[config.mk]
export PLATFORM = sky130hd
export DESIGN_NAME = intr_ring_writer
export DESIGN_NICKNAME = d
export VERILOG_FILES = /design/src/rtl/irw_pkg.sv /design/src/rtl/irw_arbiter.sv /design/src/rtl/irw_ring_index.sv /design/src/rtl/irw_sequencer.sv /design/src/rtl/intr_ring_writer.sv
export SDC_FILE = /design/constraint.sdc
export NUM_CORES = 1
export LEC_CHECK = 0
export ABC_AREA = 1
export BUFFER_PORTS_ARGS = -buffer_cell sky130_fd_sc_hd__buf_2
export CORE_MARGIN = 4
export CORE_UTILIZATION = 40
export DETAILED_ROUTE_END_ITERATION = 7
export GPL_ROUTABILITY_DRIVEN = 1
export HOLD_SLACK_MARGIN = 0.12
export PLACE_DENSITY = 0.64
export SYNTH_ARGS = -nofsm -noshare
export SYNTH_HDL_FRONTEND = slang
export SYNTH_SLANG_ARGS = --single-unit
[constraint.sdc]
create_clock -name clk -period 6.1 [get_ports clk]
set_input_delay 0.61 -clock clk [delete_from_list [all_inputs] [get_ports clk]]
set_output_delay 0.61 -clock clk [all_outputs]
set_load 0.02 [all_outputs]
[src/rtl/irw_pkg.sv]
package irw_pkg;
  typedef enum logic [2:0] {
    ST_IDLE,
    ST_READ,
    ST_CHECK,
    ST_WR_LO,
    ST_WR_HI
  } irw_state_e;

  localparam logic [2:0] MISS_CODE = 3'd7;
  localparam logic       DIR_TX    = 1'b0;
  localparam logic       DIR_RX    = 1'b1;
endpackage

[src/rtl/irw_arbiter.sv]
module irw_arbiter (
  input  logic clk,
  input  logic rst,
  input  logic idle,
  input  logic tx_valid,
  input  logic rx_valid,
  output logic tx_ready,
  output logic rx_ready,
  output logic pick_rx
);
  assign pick_rx  = rx_valid;
  assign rx_ready = idle;
  assign tx_ready = idle & ~rx_valid;

  AST_ONE_GRANT: assert property (@(posedge clk) disable iff (rst)
    !(tx_valid && tx_ready && rx_valid && rx_ready));
  AST_RX_FIRST: assert property (@(posedge clk) disable iff (rst)
    (tx_valid && rx_valid && idle) |-> (rx_ready && !tx_ready));
endmodule

[src/rtl/irw_ring_index.sv]
module irw_ring_index #(
  parameter int IDX_W = 7
) (
  input  logic             clk,
  input  logic             rst,
  input  logic             adv,
  output logic [IDX_W-1:0] idx
);
  always_ff @(posedge clk) begin
    if (rst)      idx <= '0;
    else if (adv) idx <= idx + 1'b1;
  end

  AST_IDX_ADVANCE: assert property (@(posedge clk) disable iff (rst)
    adv |=> idx == $past(idx) + 1'b1);
  AST_IDX_HOLD: assert property (@(posedge clk) disable iff (rst)
    !adv |=> $stable(idx));
endmodule

[src/rtl/irw_sequencer.sv]
module irw_sequencer
  import irw_pkg::*;
#(
  parameter int CTX_W  = 24,
  parameter int IDX_W  = 7,
  parameter int ADDR_W = 24,
  parameter int WORD_W = 16
) (
  input  logic              clk,
  input  logic              rst,
  output logic              idle,
  input  logic              acc_valid,
  input  logic              acc_dir,
  input  logic [CTX_W-1:0]  acc_ctx,
  input  logic [IDX_W-1:0]  acc_desc,
  input  logic              acc_noint,
  input  logic [ADDR_W-1:0] tx_base,
  input  logic [ADDR_W-1:0] rx_base,
  input  logic [IDX_W-1:0]  tx_idx,
  input  logic [IDX_W-1:0]  rx_idx,
  output logic [1:0]        adv,
  output logic              mem_req,
  output logic              mem_we,
  output logic [ADDR_W-1:0] mem_addr,
  output logic [WORD_W-1:0] mem_wdata,
  input  logic [WORD_W-1:0] mem_rdata,
  output logic              tx_irq,
  output logic              rx_irq,
  output logic              miss_stb,
  output logic [2:0]        miss_code,
  output logic              miss_parm,
  output logic              rx_drop
);
  localparam int PAD_W   = ADDR_W - IDX_W - 2;
  localparam int HI_W    = CTX_W - WORD_W;
  localparam int FLAG_B  = WORD_W - 1;

  irw_state_e        state;
  logic              cur_dir;
  logic [CTX_W-1:0]  cur_ctx;
  logic [IDX_W-1:0]  cur_desc;
  logic [ADDR_W-1:0] slot;
  logic [ADDR_W-1:0] next_slot;
  logic [IDX_W-1:0]  sel_idx;
  logic              slot_owned;
  logic [WORD_W-2:0] unused_rdata_bits;

  assign unused_rdata_bits = mem_rdata[WORD_W-2:0];
  assign slot_owned = mem_rdata[FLAG_B];
  assign sel_idx    = acc_dir ? rx_idx : tx_idx;
  assign next_slot  = (acc_dir ? rx_base : tx_base) + {{PAD_W{1'b0}}, sel_idx, 2'b00};
  assign idle       = (state == ST_IDLE);

  always_comb begin
    mem_req   = (state == ST_READ) || (state == ST_WR_LO) || (state == ST_WR_HI);
    mem_we    = (state == ST_WR_LO) || (state == ST_WR_HI);
    mem_addr  = (state == ST_WR_LO) ? slot : slot + ADDR_W'(2);
    mem_wdata = (state == ST_WR_LO) ? cur_ctx[WORD_W-1:0]
                                    : {1'b1, cur_desc, cur_ctx[CTX_W-1 -: HI_W]};
    adv       = 2'b00;
    if (state == ST_WR_HI) adv[cur_dir] = 1'b1;
  end

  always_ff @(posedge clk) begin
    if (rst) begin
      state     <= ST_IDLE;
      cur_dir   <= DIR_TX;
      cur_ctx   <= '0;
      cur_desc  <= '0;
      slot      <= '0;
      tx_irq    <= 1'b0;
      rx_irq    <= 1'b0;
      miss_stb  <= 1'b0;
      miss_code <= 3'd0;
      miss_parm <= 1'b0;
      rx_drop   <= 1'b0;
    end else begin
      tx_irq    <= 1'b0;
      rx_irq    <= 1'b0;
      miss_stb  <= 1'b0;
      miss_code <= 3'd0;
      miss_parm <= 1'b0;
      rx_drop   <= 1'b0;
      unique case (state)
        ST_IDLE: begin
          if (acc_valid && !acc_noint) begin
            cur_dir  <= acc_dir;
            cur_ctx  <= acc_ctx;
            cur_desc <= acc_desc;
            slot     <= next_slot;
            state    <= ST_READ;
          end
        end
        ST_READ:  state <= ST_CHECK;
        ST_CHECK: begin
          if (slot_owned) begin
            miss_stb  <= 1'b1;
            miss_code <= MISS_CODE;
            miss_parm <= cur_dir;
            rx_drop   <= cur_dir;
            tx_irq    <= ~cur_dir;
            rx_irq    <= cur_dir;
            state     <= ST_IDLE;
          end else begin
            state <= ST_WR_LO;
          end
        end
        ST_WR_LO: state <= ST_WR_HI;
        ST_WR_HI: begin
          tx_irq <= ~cur_dir;
          rx_irq <= cur_dir;
          state  <= ST_IDLE;
        end
        default: state <= ST_IDLE;
      endcase
    end
  end

  AST_HI_FOLLOWS_LO: assert property (@(posedge clk) disable iff (rst)
    (mem_we && $past(mem_we)) |-> (mem_addr == $past(mem_addr) + ADDR_W'(2) && mem_wdata[FLAG_B]));
  AST_READ_BEFORE_WRITE: assert property (@(posedge clk) disable iff (rst)
    (mem_req && mem_we && !$past(mem_we)) |-> $past(mem_req && !mem_we, 2));
  AST_MISS_CODE: assert property (@(posedge clk) disable iff (rst)
    miss_stb |-> (miss_code == MISS_CODE && (miss_parm ? rx_irq : tx_irq)));
  AST_MISS_NO_WRITE: assert property (@(posedge clk) disable iff (rst)
    miss_stb |-> !$past(mem_we));
  AST_DROP_RX_ONLY: assert property (@(posedge clk) disable iff (rst)
    rx_drop |-> (miss_stb && miss_parm && rx_irq));
  AST_IRQ_EXCL: assert property (@(posedge clk) disable iff (rst)
    $onehot0({tx_irq, rx_irq}));
endmodule

[src/rtl/intr_ring_writer.sv]
module intr_ring_writer #(
  parameter int CTX_W  = 24,
  parameter int IDX_W  = 7,
  parameter int ADDR_W = 24,
  parameter int WORD_W = 16
) (
  input  logic              clk,
  input  logic              rst,
  input  logic              tx_evt_valid,
  output logic              tx_evt_ready,
  input  logic [CTX_W-1:0]  tx_evt_ctx,
  input  logic [IDX_W-1:0]  tx_evt_desc,
  input  logic              tx_evt_noint,
  input  logic              rx_evt_valid,
  output logic              rx_evt_ready,
  input  logic [CTX_W-1:0]  rx_evt_ctx,
  input  logic [IDX_W-1:0]  rx_evt_desc,
  input  logic              rx_evt_noint,
  input  logic [ADDR_W-1:0] tx_ring_base,
  input  logic [ADDR_W-1:0] rx_ring_base,
  output logic              mem_req,
  output logic              mem_we,
  output logic [ADDR_W-1:0] mem_addr,
  output logic [WORD_W-1:0] mem_wdata,
  input  logic [WORD_W-1:0] mem_rdata,
  output logic              tx_irq,
  output logic              rx_irq,
  output logic              miss_stb,
  output logic [2:0]        miss_code,
  output logic              miss_parm,
  output logic              rx_drop
);
  localparam int N_DIR = 2;

  logic             idle;
  logic             pick_rx;
  logic             acc_valid;
  logic [CTX_W-1:0] acc_ctx;
  logic [IDX_W-1:0] acc_desc;
  logic             acc_noint;
  logic [N_DIR-1:0] adv;
  logic [IDX_W-1:0] idx_q [N_DIR];

  irw_arbiter u_arb (
    .clk      (clk),
    .rst      (rst),
    .idle     (idle),
    .tx_valid (tx_evt_valid),
    .rx_valid (rx_evt_valid),
    .tx_ready (tx_evt_ready),
    .rx_ready (rx_evt_ready),
    .pick_rx  (pick_rx)
  );

  assign acc_valid = (tx_evt_valid & tx_evt_ready) | (rx_evt_valid & rx_evt_ready);
  assign acc_ctx   = pick_rx ? rx_evt_ctx   : tx_evt_ctx;
  assign acc_desc  = pick_rx ? rx_evt_desc  : tx_evt_desc;
  assign acc_noint = pick_rx ? rx_evt_noint : tx_evt_noint;

  for (genvar d = 0; d < N_DIR; d++) begin : g_ring
    irw_ring_index #(.IDX_W(IDX_W)) u_idx (
      .clk (clk),
      .rst (rst),
      .adv (adv[d]),
      .idx (idx_q[d])
    );
  end

  irw_sequencer #(
    .CTX_W  (CTX_W),
    .IDX_W  (IDX_W),
    .ADDR_W (ADDR_W),
    .WORD_W (WORD_W)
  ) u_seq (
    .clk       (clk),
    .rst       (rst),
    .idle      (idle),
    .acc_valid (acc_valid),
    .acc_dir   (pick_rx),
    .acc_ctx   (acc_ctx),
    .acc_desc  (acc_desc),
    .acc_noint (acc_noint),
    .tx_base   (tx_ring_base),
    .rx_base   (rx_ring_base),
    .tx_idx    (idx_q[0]),
    .rx_idx    (idx_q[1]),
    .adv       (adv),
    .mem_req   (mem_req),
    .mem_we    (mem_we),
    .mem_addr  (mem_addr),
    .mem_wdata (mem_wdata),
    .mem_rdata (mem_rdata),
    .tx_irq    (tx_irq),
    .rx_irq    (rx_irq),
    .miss_stb  (miss_stb),
    .miss_code (miss_code),
    .miss_parm (miss_parm),
    .rx_drop   (rx_drop)
  );

  AST_NO_ACCESS_IDLE: assert property (@(posedge clk) disable iff (rst)
    (idle && !$past(acc_valid && !acc_noint)) |-> !mem_req);
endmodule

==> metrics.cfg <==
[run_status]
status = completed

[synthesis]
syn_inst = 783
syn_area_um2 = 5020
synthTopCellsByArea = dfxtp_1 (31%), nand2_1 (19%), inv_1 (6.4%)
yosys.cell_types.count = 39
syn_avg_cell_area_um2 = 6.41
synth_top_cell_area_share = 0.307
syn-num-nets = 926
ys.warnings.count = 0
synth_area_leader_cell = dfxtp_1
synthFlopType = dfxtp_1
synth-seq-cells = 77
synth_edf_count = 0
async_flop_share = 0
synth_seq_area_share = 0.307
synth_common_cells = nand2_1 (256), inv_1 (86), dfxtp_1 (77)
synth.most_common_cell = nand2_1

[grt]
grtUsageTotal = 0.197
grt_max_degree = 90
grt_overflow = 0
first_global_vias = 4915
antenna_found_initial = 0
grt_pass1_wl_um = 23300

[clock_tree]
cts_tree = built
clock_latency_ns = 0.34
cts_setup_buffers = 0
clk_pin_slew_ns = 0.06
ctsHoldBuffers = 0
cts_sinks = 77
ctsRootBufferMaster = clkbuf_16
htreeDepth = 3
cts_resized = 0
numCtsBuffers = 9
clock_path_buffers = 2

[worst_setup_path]
crit_fanout = 89
cp_slowest_cell = buf_2
cp-end-kind = flop
path_buf_inv = 5
crit_family = buffers and inverters
critical_path_class = input pin to flop
cp_data_arrival_time_ns = 3.40
reg2reg_depth = 16
crit_path_max_incr_delay_ns = 0.66
crit_chain = buf_2, inv_2, buf_4, o21ai_0, nand2_4, inv_4, nand3_1, nand2_1, inv_1
worstPathRequired_ns = 6.34
cp-start-kind = input pin
path_depth = 9

[power]
pwr-share-seq = 0.363
ir_drop_mv = 0.129
pwr-share-clk = 0.266
p_sw_w = 0.000774
internal_power_w = 0.00116
switching_share = 0.400
combPwrFrac = 0.371
cellPowerDensity_nw_per_um2 = 315
p_leak_nw = 3.12

[sta]
fin_crit_sh = 0.519
setup_tns_ns = 0
rsz0062_at_grt = no
hold_viol_final = 0
fmax_ghz = 0.316
tightest_slew_ns = 0.896
fin_skew_ns = 0.00385
setup_violations = 0
slew_viol_final = 0
period_minus_slack_ns = 3.17
setup_slack_ns = 2.93
slew_headroom = 0.403

[floorplanning]
die_x_um = 120
die_h_um = 120
die-area_um2 = 14400
initial_core_util = 0.413
rows = 40
io_pins = 184
core_area_um2 = 12200

[detailed_routing]
vias = 5170
drtAntennaViolNets = 0
wl_um = 14000
detail_route.wl_per_cell_um = 12.8
via_per_inst = 4.71
drtIter0Drc = 230
drc = 0
first_pass_iters = 4

[final_layout]
layoutNonFillerInstCount = 1097
area_growth_pct = 22.4
multiInputGateArea_um2 = 2890
nFillCells = 1330
regArea_um2 = 1540
num_antenna_cells = 0
drive_above_1_share = 0.240
fin_nets = 1067

[placed_design]
dp.cells = 1081
io_buffers = 168
post-dp-hpwl_um = 10500
pre_cts_ws_ns = 2.52
place.gp.congestion = 0.810

[hold_path]
min_delay_path_depth = 1
hp-class = flop to flop

[run]
drv_cap = 0

[cell families (layout without fill, tap and decap cells)]
family,count (synthesis),in the layout,share of synthesized area
AOI/OAI and AO/OA,144,144,0.155
xor gates and xnor gates,31,31,0.0541
DFF,77,77,0.307
muxes,1,1,0.00200
adders and majority gates,11,11,0.0289
buffers and inverters,132,278,0.116
and+or+nand+nor,387,387,0.337
[power by group through the flow]
stage | Clock [W] | Sequential [W] | Combinational [W]
4_1_cts | 0.000526 | 0.000702 | 0.000727
6_report | 0.000514 | 0.000703 | 0.000718
5_1_grt | 0.000545 | 0.000717 | 0.000810
3_3_place_gp | 0 | 0.000708 | 0.000726
2_1_floorplan | 0 | 0.000692 | 0.000553
3_5_place_dp | 0 | 0.000712 | 0.000725
[per-stage QoR]
stage          utilization  hold WS [ns]  cell area (um2)  total power, W
2_1_floorplan            -         0.421             5020         0.00125
3_3_place_gp         0.481         0.442             5850         0.00143
3_5_place_dp         0.481         0.446             5850         0.00144
4_1_cts              0.505         0.455             6140         0.00195
5_1_grt              0.505         0.477             6140         0.00207
6_report             0.505         0.454             6140         0.00193
[final timing paths]
| kind | slack [ns] | startpoint | endpoint |
|---|---|---|---|
| worst max register to register | 3.72 | g_ring[0].u_idx.idx[0]$_SDFFE_PP0P_ | u_seq.slot[16]$_SDFFE_PP0P_ |
| worst max-delay path | 2.93 | rx_evt_valid | u_seq.slot[18]$_SDFFE_PP0P_ |
| worst min register to register | 0.45 | g_ring[1].u_idx.idx[6]$_SDFFE_PP0P_ | g_ring[1].u_idx.idx[6]$_SDFFE_PP0P_ |
| worst min-delay path | 0.45 | g_ring[1].u_idx.idx[6]$_SDFFE_PP0P_ | g_ring[1].u_idx.idx[6]$_SDFFE_PP0P_ |
[registers in the layout, indices dropped and copies added (netlist names)]
name,cells
u_seq.cur_ctx,24
u_seq.slot,24
g_ring.u_idx.idx,14
u_seq.cur_desc,7
u_seq.state,3
u_seq.cur_dir,1
u_seq.miss_code,1
u_seq.miss_parm,1
u_seq.rx_irq,1
u_seq.tx_irq,1
[cells in the final DEF (no fill, tap or decap), types with 2 or more instances in the layout]
| cell | count |
|---|---|
| nor2_1 | 41 |
| inv_1 | 86 |
| o21ai_1 | 36 |
| ha_1 | 10 |
| o21ai_0 | 37 |
| clkinvlp_4 | 4 |
| clkbuf_8 | 2 |
| dfxtp_1 | 77 |
| inv_2 | 4 |
| buf_4 | 3 |
| nand2_4 | 2 |
| nor2_4 | 3 |
| a21oi_1 | 36 |
| nand2_1 | 256 |
| or2_2 | 2 |
| nor3_2 | 4 |
| nand3_1 | 35 |
| nor3_1 | 11 |
| nand4_1 | 10 |
| clkbuf_16 | 9 |
| buf_2 | 168 |
| a31oi_1 | 33 |
| xnor2_1 | 6 |
| nor2_2 | 5 |
| xor2_1 | 25 |
| nand3_2 | 2 |
| nand2_2 | 9 |
[routing by layer]
layer / vias up / wire [um] / part of all wire / track usage
met5: - / 0 / 0 / 0
met4: 0 / 155 / 0.011 / 0.0537
met3: 13 / 1060 / 0.076 / 0.0481
met2: 149 / 6590 / 0.47 / 0.334
met1: 2209 / 6190 / 0.44 / 0.248
li1: 2799 / - / - / -
[layout make-up]
class | count | area share
sequential | 77 | 0.251
clock buffer | 11 | 0.0412
timing repair buffer | 171 | 0.141
multi-input combinational | 574 | 0.471
clock inverter | 5 | 0.00571
tap | 168 | 0.0342
inverter | 91 | 0.0560
No activity file was read; power rests on OpenSTA's default activity.
